==> src/rtl/omc_pkg.sv <==
package omc_pkg;
  localparam int CTRL_W    = 16;
  localparam int CFG_W     = 4;
  localparam int MODE_LO   = 8;
  localparam int SLEEP_BIT = 10;
  localparam int BOM_LO    = 11;
  localparam int STAT_LO   = 8;
  localparam int N_MODES   = 4;
  localparam logic [1:0] BOM_AUTO_HALT = 2'b01;

  typedef enum logic [1:0] {
    REQ_RUN  = 2'b00,
    REQ_RST  = 2'b01,
    REQ_HALT = 2'b10,
    REQ_FRST = 2'b11
  } req_e;

  // effective mode; the encoding equals the enable bit index
  typedef enum logic [1:0] {
    EFF_RUN   = 2'd0,
    EFF_RESET = 2'd1,
    EFF_HALT  = 2'd2,
    EFF_SLEEP = 2'd3
  } eff_e;
endpackage

==> src/rtl/omc_ctrl_reg.sv <==
module omc_ctrl_reg
  import omc_pkg::*;
#(
  parameter logic [CTRL_W-1:0] RST_VAL = 16'h0500
) (
  input  logic              clk,
  input  logic              rst_n,
  input  logic              wr_en,
  input  logic [CTRL_W-1:0] wr_data,
  input  logic              cfg_open,
  input  logic              auto_halt,
  output logic [CTRL_W-1:0] ctrl_q
);
  localparam int MODE_HI = BOM_LO + 1;

  logic [CTRL_W-1:0] ctrl_d;
  logic              ctrl_en;

  always_comb begin
    ctrl_d = ctrl_q;
    if (wr_en) begin
      ctrl_d[MODE_HI:MODE_LO] = wr_data[MODE_HI:MODE_LO];
      if (cfg_open) ctrl_d[CFG_W-1:0] = wr_data[CFG_W-1:0];
    end
    if (auto_halt) ctrl_d[MODE_LO+1:MODE_LO] = REQ_HALT;
    ctrl_d[CTRL_W-1:MODE_HI+1] = '0;
    ctrl_d[MODE_LO-1:CFG_W]    = '0;
  end

  assign ctrl_en = wr_en | auto_halt;

  always_ff @(posedge clk or negedge rst_n) begin
    if (!rst_n)       ctrl_q <= RST_VAL;
    else if (ctrl_en) ctrl_q <= ctrl_d;
  end
endmodule

==> src/rtl/omc_mode_fsm.sv <==
module omc_mode_fsm
  import omc_pkg::*;
(
  input  logic       clk,
  input  logic       rst_n,
  input  logic       sleep_req,
  input  logic [1:0] mode_req,
  input  logic [1:0] bom_sel,
  input  logic       bus_busy,
  input  logic       bus_off_evt,
  output eff_e       state_q,
  output logic       auto_halt
);
  eff_e state_d;
  eff_e target;
  logic hold_xfer;

  always_comb begin
    unique case (req_e'(mode_req))
      REQ_RUN:  target = EFF_RUN;
      REQ_HALT: target = EFF_HALT;
      default:  target = EFF_RESET;
    endcase
  end

  assign hold_xfer = (state_q == EFF_RUN) & bus_busy;
  assign auto_halt = (state_q == EFF_RUN) & bus_off_evt & ~sleep_req &
                     (bom_sel == BOM_AUTO_HALT) & (req_e'(mode_req) != REQ_FRST);

  always_comb begin
    state_d = state_q;
    if (auto_halt) begin
      state_d = EFF_HALT;
    end else if (sleep_req) begin
      if (!hold_xfer) state_d = EFF_SLEEP;
    end else if (req_e'(mode_req) == REQ_FRST) begin
      state_d = EFF_RESET;
    end else if (!(hold_xfer && target != EFF_RUN)) begin
      state_d = target;
    end
  end

  always_ff @(posedge clk or negedge rst_n) begin
    if (!rst_n) state_q <= EFF_SLEEP;
    else        state_q <= state_d;
  end
endmodule

==> src/rtl/omc_status_dec.sv <==
module omc_status_dec
  import omc_pkg::*;
(
  input  eff_e              state_q,
  output logic [N_MODES-1:0] eng_en,
  output logic [CTRL_W-1:0]  stat_q
);
  for (genvar i = 0; i < N_MODES; i++) begin : g_en
    assign eng_en[i] = (state_q == eff_e'(i));
  end

  always_comb begin
    stat_q = '0;
    stat_q[STAT_LO +: N_MODES-1] = eng_en[N_MODES-1:1];
  end
endmodule

==> src/rtl/can_opmode_seq.sv <==
module can_opmode_seq
  import omc_pkg::*;
(
  input  logic        clk,
  input  logic        rst_n,
  input  logic        wr_en,
  input  logic [15:0] wr_data,
  input  logic        bus_busy,
  input  logic        bus_off_evt,
  output logic [15:0] ctrl_q,
  output logic [15:0] stat_q,
  output logic [3:0]  eng_en
);
  eff_e state_q;
  logic auto_halt;

  omc_ctrl_reg #(.RST_VAL(16'h0500)) u_ctrl (
    .clk(clk), .rst_n(rst_n), .wr_en(wr_en), .wr_data(wr_data),
    .cfg_open(state_q == EFF_RESET), .auto_halt(auto_halt), .ctrl_q(ctrl_q)
  );

  omc_mode_fsm u_fsm (
    .clk(clk), .rst_n(rst_n),
    .sleep_req(ctrl_q[SLEEP_BIT]),
    .mode_req(ctrl_q[MODE_LO+1:MODE_LO]),
    .bom_sel(ctrl_q[BOM_LO+1:BOM_LO]),
    .bus_busy(bus_busy), .bus_off_evt(bus_off_evt),
    .state_q(state_q), .auto_halt(auto_halt)
  );

  omc_status_dec u_stat (
    .state_q(state_q), .eng_en(eng_en), .stat_q(stat_q)
  );
endmodule

==> config.mk <==
export PLATFORM = sky130hd
export DESIGN_NAME = can_opmode_seq
export DESIGN_NICKNAME = d
export VERILOG_FILES = /design/src/rtl/omc_pkg.sv /design/src/rtl/omc_ctrl_reg.sv /design/src/rtl/omc_mode_fsm.sv /design/src/rtl/omc_status_dec.sv /design/src/rtl/can_opmode_seq.sv
export SDC_FILE = /design/constraint.sdc
export NUM_CORES = 1
export LEC_CHECK = 0
export BUFFER_PORTS_ARGS = -buffer_cell sky130_fd_sc_hd__buf_4
export CORE_MARGIN = 8
export CORE_UTILIZATION = 34
export DETAILED_ROUTE_END_ITERATION = 12
export HOLD_SLACK_MARGIN = 0.06
export PLACE_DENSITY = 0.72
export SYNTH_ARGS = -nofsm -noshare
export SYNTH_HDL_FRONTEND = slang
export SYNTH_SLANG_ARGS = --single-unit
==> constraint.sdc <==
create_clock -name clk -period 1.3 [get_ports clk]
set_input_delay 0.065 -clock clk [delete_from_list [all_inputs] [get_ports clk]]
set_output_delay 0.065 -clock clk [all_outputs]
set_load 0.005 [all_outputs]
## After elaboration in Yosys (flattened, before gate mapping)

Cells that the tools add are included.

- Bitwise gates (word level): 7
- Reduce and logical (&&, ||, !) cells: 9
- Eq/ne operators: 9
- Multiplexer cells: 8

Operators with widths:

| cell | number |
|---|---|
| $mux W2 | 7 |
| $eq A2 B2 Y1 const B | 4 |
| $reduce_and A2 Y1 | 3 |
| $and A1 B1 Y1 | 5 |
| $eq A2 B1 Y1 const B | 2 |
| $logic_not A2 Y1 | 2 |
| $ne A4 B3 Y1 const B | 1 |
| $pmux W2 S2 | 1 |
| $reduce_bool A2 Y1 | 2 |
| $ne A3 B3 Y1 const B | 1 |
| $reduce_and A3 Y1 | 1 |
| $ne A2 B2 Y1 const B | 1 |
| $logic_and A1 B1 Y1 | 1 |
| $not A1 Y1 | 1 |
| $or A1 B1 Y1 | 1 |

- Word-level logic and storage cells: 37
- Output and inout bits: 36
- Register bits: 11

## Longest topological paths before layout

- Depth in word-level cells: 8
- Depth in mapped cells: 3
- Mapped depth without buffers: 3

## Hierarchy

Synthesis repeated with hierarchy kept, for this count alone.

- Cell total of the unflattened synthesis: 66
- Area total of the unflattened synthesis: 718.2 um2

Modules (own cells, without submodules):

| module | sequential area each (um2) | instances | cells each | area each (um2) |
|---|---|---|---|---|
| omc_ctrl_reg | 227.7 | 1 | 30 | 429.2 |
| omc_status_dec | 0.0 | 1 | 21 | 150.1 |
| omc_mode_fsm | 52.6 | 1 | 14 | 125.1 |
| can_opmode_seq | 0.0 | 1 | 1 | 13.8 |

## Least setup slack after synthesis

Ideal clock, no wire load.

- Path kind: flip-flop to flip-flop
- Start point: register u_fsm.state_q[0]
- End point: register u_ctrl.ctrl_q[0]
- Cell stages (with the launch flop): 4
- Data arrival time: 1070 ps
- Data required time: 1175 ps
- Library setup time: 125 ps
- Setup slack: 105 ps
- Buffers on the path: 0
- Cells stage by stage: dfstp_2 nor2b_4 nand2_4 mux2_4

- Elaborated cells between the ends (all ways): 8
- Classes of those cells: eq/ne (1); bitwise (5); reduce/logical (2)

RTL lines:

| item | RTL line | source |
|---|---|---|
| start: declaration | omc_mode_fsm.sv:11 | `output eff_e state_q,` |
| start signal: assignment | omc_mode_fsm.sv:45 | `else state_q <= state_d;` |
| $eq A2 B1 Y1 | can_opmode_seq.sv:19 | `.cfg_open(state_q == EFF_RESET), .auto_halt(auto_halt), .ctrl_q(ctrl_q)` |
| net u_ctrl.cfg_open | omc_ctrl_reg.sv:10 | `input logic cfg_open,` |
| $reduce_and A3 Y1 (no source line) | - |  |
| end signal: assignment | omc_ctrl_reg.sv:34 | `else if (ctrl_en) ctrl_q <= ctrl_d;` |
| end: declaration | omc_ctrl_reg.sv:12 | `output logic [CTRL_W-1:0] ctrl_q` |

The timed path passes the listed nets, and every way through them passes these cells.
A chain may end at the register's enable or synchronous reset.

## Worst setup path in the final report

- Start point: register u_fsm.state_q[0]
- End point: register u_ctrl.ctrl_q[2]

- Longest elaborated chain between the ends: 7
- Elaborated cells between the ends (all ways): 8
- Classes of those cells: eq/ne (1); bitwise (5); reduce/logical (2)

Ends and longest elaborated chain:

| item | RTL line | source |
|---|---|---|
| $logic_not A2 Y1 | omc_mode_fsm.sv:27 | `assign auto_halt = (state_q == EFF_RUN) & bus_off_evt & ~sleep_req &` |
| $and A1 B1 Y1 (3 in series) | omc_mode_fsm.sv:27 |  |
| $and A1 B1 Y1 | omc_mode_fsm.sv:28 | `(bom_sel == BOM_AUTO_HALT) & (req_e'(mode_req) != REQ_FRST);` |
| $or A1 B1 Y1 | omc_ctrl_reg.sv:30 | `assign ctrl_en = wr_en \| auto_halt;` |
| $reduce_and A3 Y1 (no source line) * | - |  |

Every way passes the cells marked *; elsewhere a longest branch is shown, timed or not.

==> metrics <==
global routing met3 resource utilization=4.94%; Final Net Count=125; share of layout cells above drive strength 1=49.5%; sink count of the clock tree=11; number of post-CTS setup repair buffers=0; post-synthesis sequential element count=11; DRC violation total after the first TritonRoute iteration=24; sum of routed wire length over all layers=1720 um; number of nets with antenna violations after routing=0; portion of total power attributed to combinational logic=36.2%; most crowded layer after global routing=met2; element type at the critical path end=flop; reported net switching power=302 uW; Placeable Area=1980 um^2; Setup violations, final=0; GR Overflow Total=0; Hold Violations, Final=0; first-pass GRT wire length=about 2600 um; pin count of the biggest net entering global routing=12; status=finished, final reports clean; internal power contribution=799 uW; count of max-cap constraint violations=0; Data arrival, critical path=1.41 ns; buffer levels on the longest clock path=2; peak ir drop on the vdd network=0.477 mV; total via count in the routed design=528; placer congestion estimate=0.771; I/O Pins=57; required time at the endpoint of the critical path=approximately 1.5 ns; TritonCTS clock tree=yes; part of the total power dissipated in sequential elements=42.8%; Chip Height=62.0 um; starting utilization of the core area=between 30% and 40%; Resized cells post-CTS=0; input/output buffers=29; startpoint type of the worst setup path=flop; Yosys cell types=21; post-detailed-route wirelength per cell=13.2 um; diode count=0; overall die area=3850 um^2; drt via density=4.06; fin util=49.4%; Net Sw Frac=27.4%; startpoint-to-endpoint class of the critical path=reg -> reg; power density over the cells=1120 nW/um^2; FMAX=between 700 and 800 MHz; path class of the lowest-slack min-delay path=in -> reg; number of global-route vias before repair=about 550; Max Transition Viols Final=0; Netlist Area Pre-Place=721 um^2; DR pass1 iterations=4; width of the die=62.0 um; worst reg-to-reg setup slack=0.05 ns; area of all sequential standard cells=280 um^2; sequential area share after synthesis=around two fifths; count of filler cells inserted in the layout=189; leakage power=around 0.5 nW; synthesized netlist cell count=66; fin crit share=96.5%; TritonCTS buffer count=3; Detail Placement HPWL=1340 um; clock root cell=sky130_fd_sc_hd__clkbuf_4; Avg Synthesized Cell Area=between 10 and 15 um^2; Setup Skew=0.000372 ns; grt met2 use=15.9%; shortest period the worst path allows=between 1 and 1.5 ns; total routing resource utilization after global routing=9.26%; Clk network pwr share=between 20% and 30%; H-tree levels=1; Sum Neg Setup Slack=0 ns; number of antenna violations at the first check in global routing=0; area of the multi-input gates=between 300 and 400 um^2; number of synthesis warnings=0; most instantiated flip-flop cell in the synthesis netlist=sky130_fd_sc_hd__dfrtp_1; Placement Rows=16; Synth-to-Final Area Change=35.9%; share of async-settable or async-resettable flops after synthesis=100%; highest fanout seen on the critical path=4; setup repair after global routing missed its margin=false; clock latency on the worst-skew pair=around 0.26 ns; Post-synth EDFFs=0; Remaining DRCs=0; CTS clk-pin slew, worst paths=0.07 ns; Global Route met1 Usage=9.40%
synthesized netlist by cell type, types with 2 or more instances:
master	n	area share [%]
sky130_fd_sc_hd__a21oi_1	4	2.8
sky130_fd_sc_hd__mux2_2	3	4.7
sky130_fd_sc_hd__dfrtp_1	7	24
sky130_fd_sc_hd__buf_4	25	26
sky130_fd_sc_hd__nand2_1	3	1.6
sky130_fd_sc_hd__mux2_4	4	8.3
sky130_fd_sc_hd__dfstp_2	4	15
sky130_fd_sc_hd__inv_1	2	1.0
sky130_fd_sc_hd__nor2_1	2	1.0
worst max-delay path: stages (launching register included):
cell and delay (ns):
sky130_fd_sc_hd__dfstp_2 0.55, sky130_fd_sc_hd__nor2b_4 0.19, sky130_fd_sc_hd__nand2_4 0.10, sky130_fd_sc_hd__mux2_4 0.30
through the flow:
stage | hold slack [ns] | setup slack (ns) | power [mW] | std cells | instance area (um^2)
2_1_floorplan | -0.231 | 0.105 | 0.717 | 85 | 792
3_3_place_gp | -0.0937 | 0.0671 | 0.846 | 117 | 863
3_5_place_dp | -0.0917 | 0.0559 | 0.858 | 117 | 863
4_1_cts | 0.0693 | 0.0450 | 1.12 | 130 | 980
5_1_grt | 0.0617 | 0.00652 | 1.18 | 130 | 980
6_report | 0.0783 | 0.0455 | 1.10 | 130 | 980
state kept, by name (all words and copies together) (netlist names):
register and flops:
u_ctrl.ctrl_q 9, u_fsm.state_q 2
routing by layer:
layer / routed length [um] / part of all wire [%]
met2: 847 / 49
met3: 259 / 15
met4: 7 / 0.41
met1: 601 / 35
met5: 0 / 0
cells in the final DEF, fill, tap and decap left out, types with 2 or more instances in the layout:
| master | Yosys | routed |
|---|---|---|
| sky130_fd_sc_hd__dlygate4sd3_1 | 0 | 9 |
| sky130_fd_sc_hd__clkbuf_4 | 0 | 3 |
| sky130_fd_sc_hd__a21oi_1 | 4 | 4 |
| sky130_fd_sc_hd__buf_4 | 25 | 30 |
| sky130_fd_sc_hd__dfstp_2 | 4 | 4 |
| sky130_fd_sc_hd__mux2_4 | 4 | 4 |
| sky130_fd_sc_hd__inv_1 | 2 | 2 |
| sky130_fd_sc_hd__conb_1 | 1 | 20 |
| sky130_fd_sc_hd__nor2_1 | 2 | 2 |
| sky130_fd_sc_hd__dfrtp_1 | 7 | 7 |
| sky130_fd_sc_hd__nand2_1 | 3 | 3 |
| sky130_fd_sc_hd__mux2_2 | 3 | 3 |
logic make-up after synthesis:
family	count (synthesis)	share of synthesized area, %
AND/OR/NAND/NOR	12	12.5
multiplexers	7	13.0
other	1	0.520
flip-flops	11	38.9
buffers and inverters	27	27.1
AO/OA/AOI/OAI	8	7.99
layout make-up:
cell class                      instances  area share (%)
Multi-Input combinational cell         47            32.3
Timing Repair Buffer                   39            32.2
Sequential cell                        11            28.6
Tap cell                               27            3.45
Clock buffer                            4            2.68
Inverter                                2           0.766
power groups by stage:
stage	Sequential [mW]	Clock, mW	Combinational (mW)
global placement	0.473	0	0.373
global route	0.484	0.263	0.435
finish	0.471	0.231	0.399
detailed placement	0.478	0	0.380
CTS	0.473	0.245	0.402
floorplan	0.478	0	0.239
worst paths after layout:
kind / start / to / cells past startpoint
worst max-delay path: u_fsm.state_q[0] / u_ctrl.ctrl_q[2] / 3
worst min-delay path: wr_data[8] / u_ctrl.ctrl_q[8] / 2
worst max register to register: u_fsm.state_q[0] / u_ctrl.ctrl_q[2] / 3
worst min register to register: u_ctrl.ctrl_q[0] / u_ctrl.ctrl_q[0] / 1
max in group asynchronous: rst_n / u_fsm.state_q[1] / 2
min in group asynchronous: rst_n / u_ctrl.ctrl_q[9] / 2
timing repair:
item / in CTS / in global routing
hold buffers: 9 / 0
endpoints found under the setup margin: 0 / 0
endpoints found under the hold margin: 20 / 0
No activity file was read; power rests on OpenSTA's default activity.
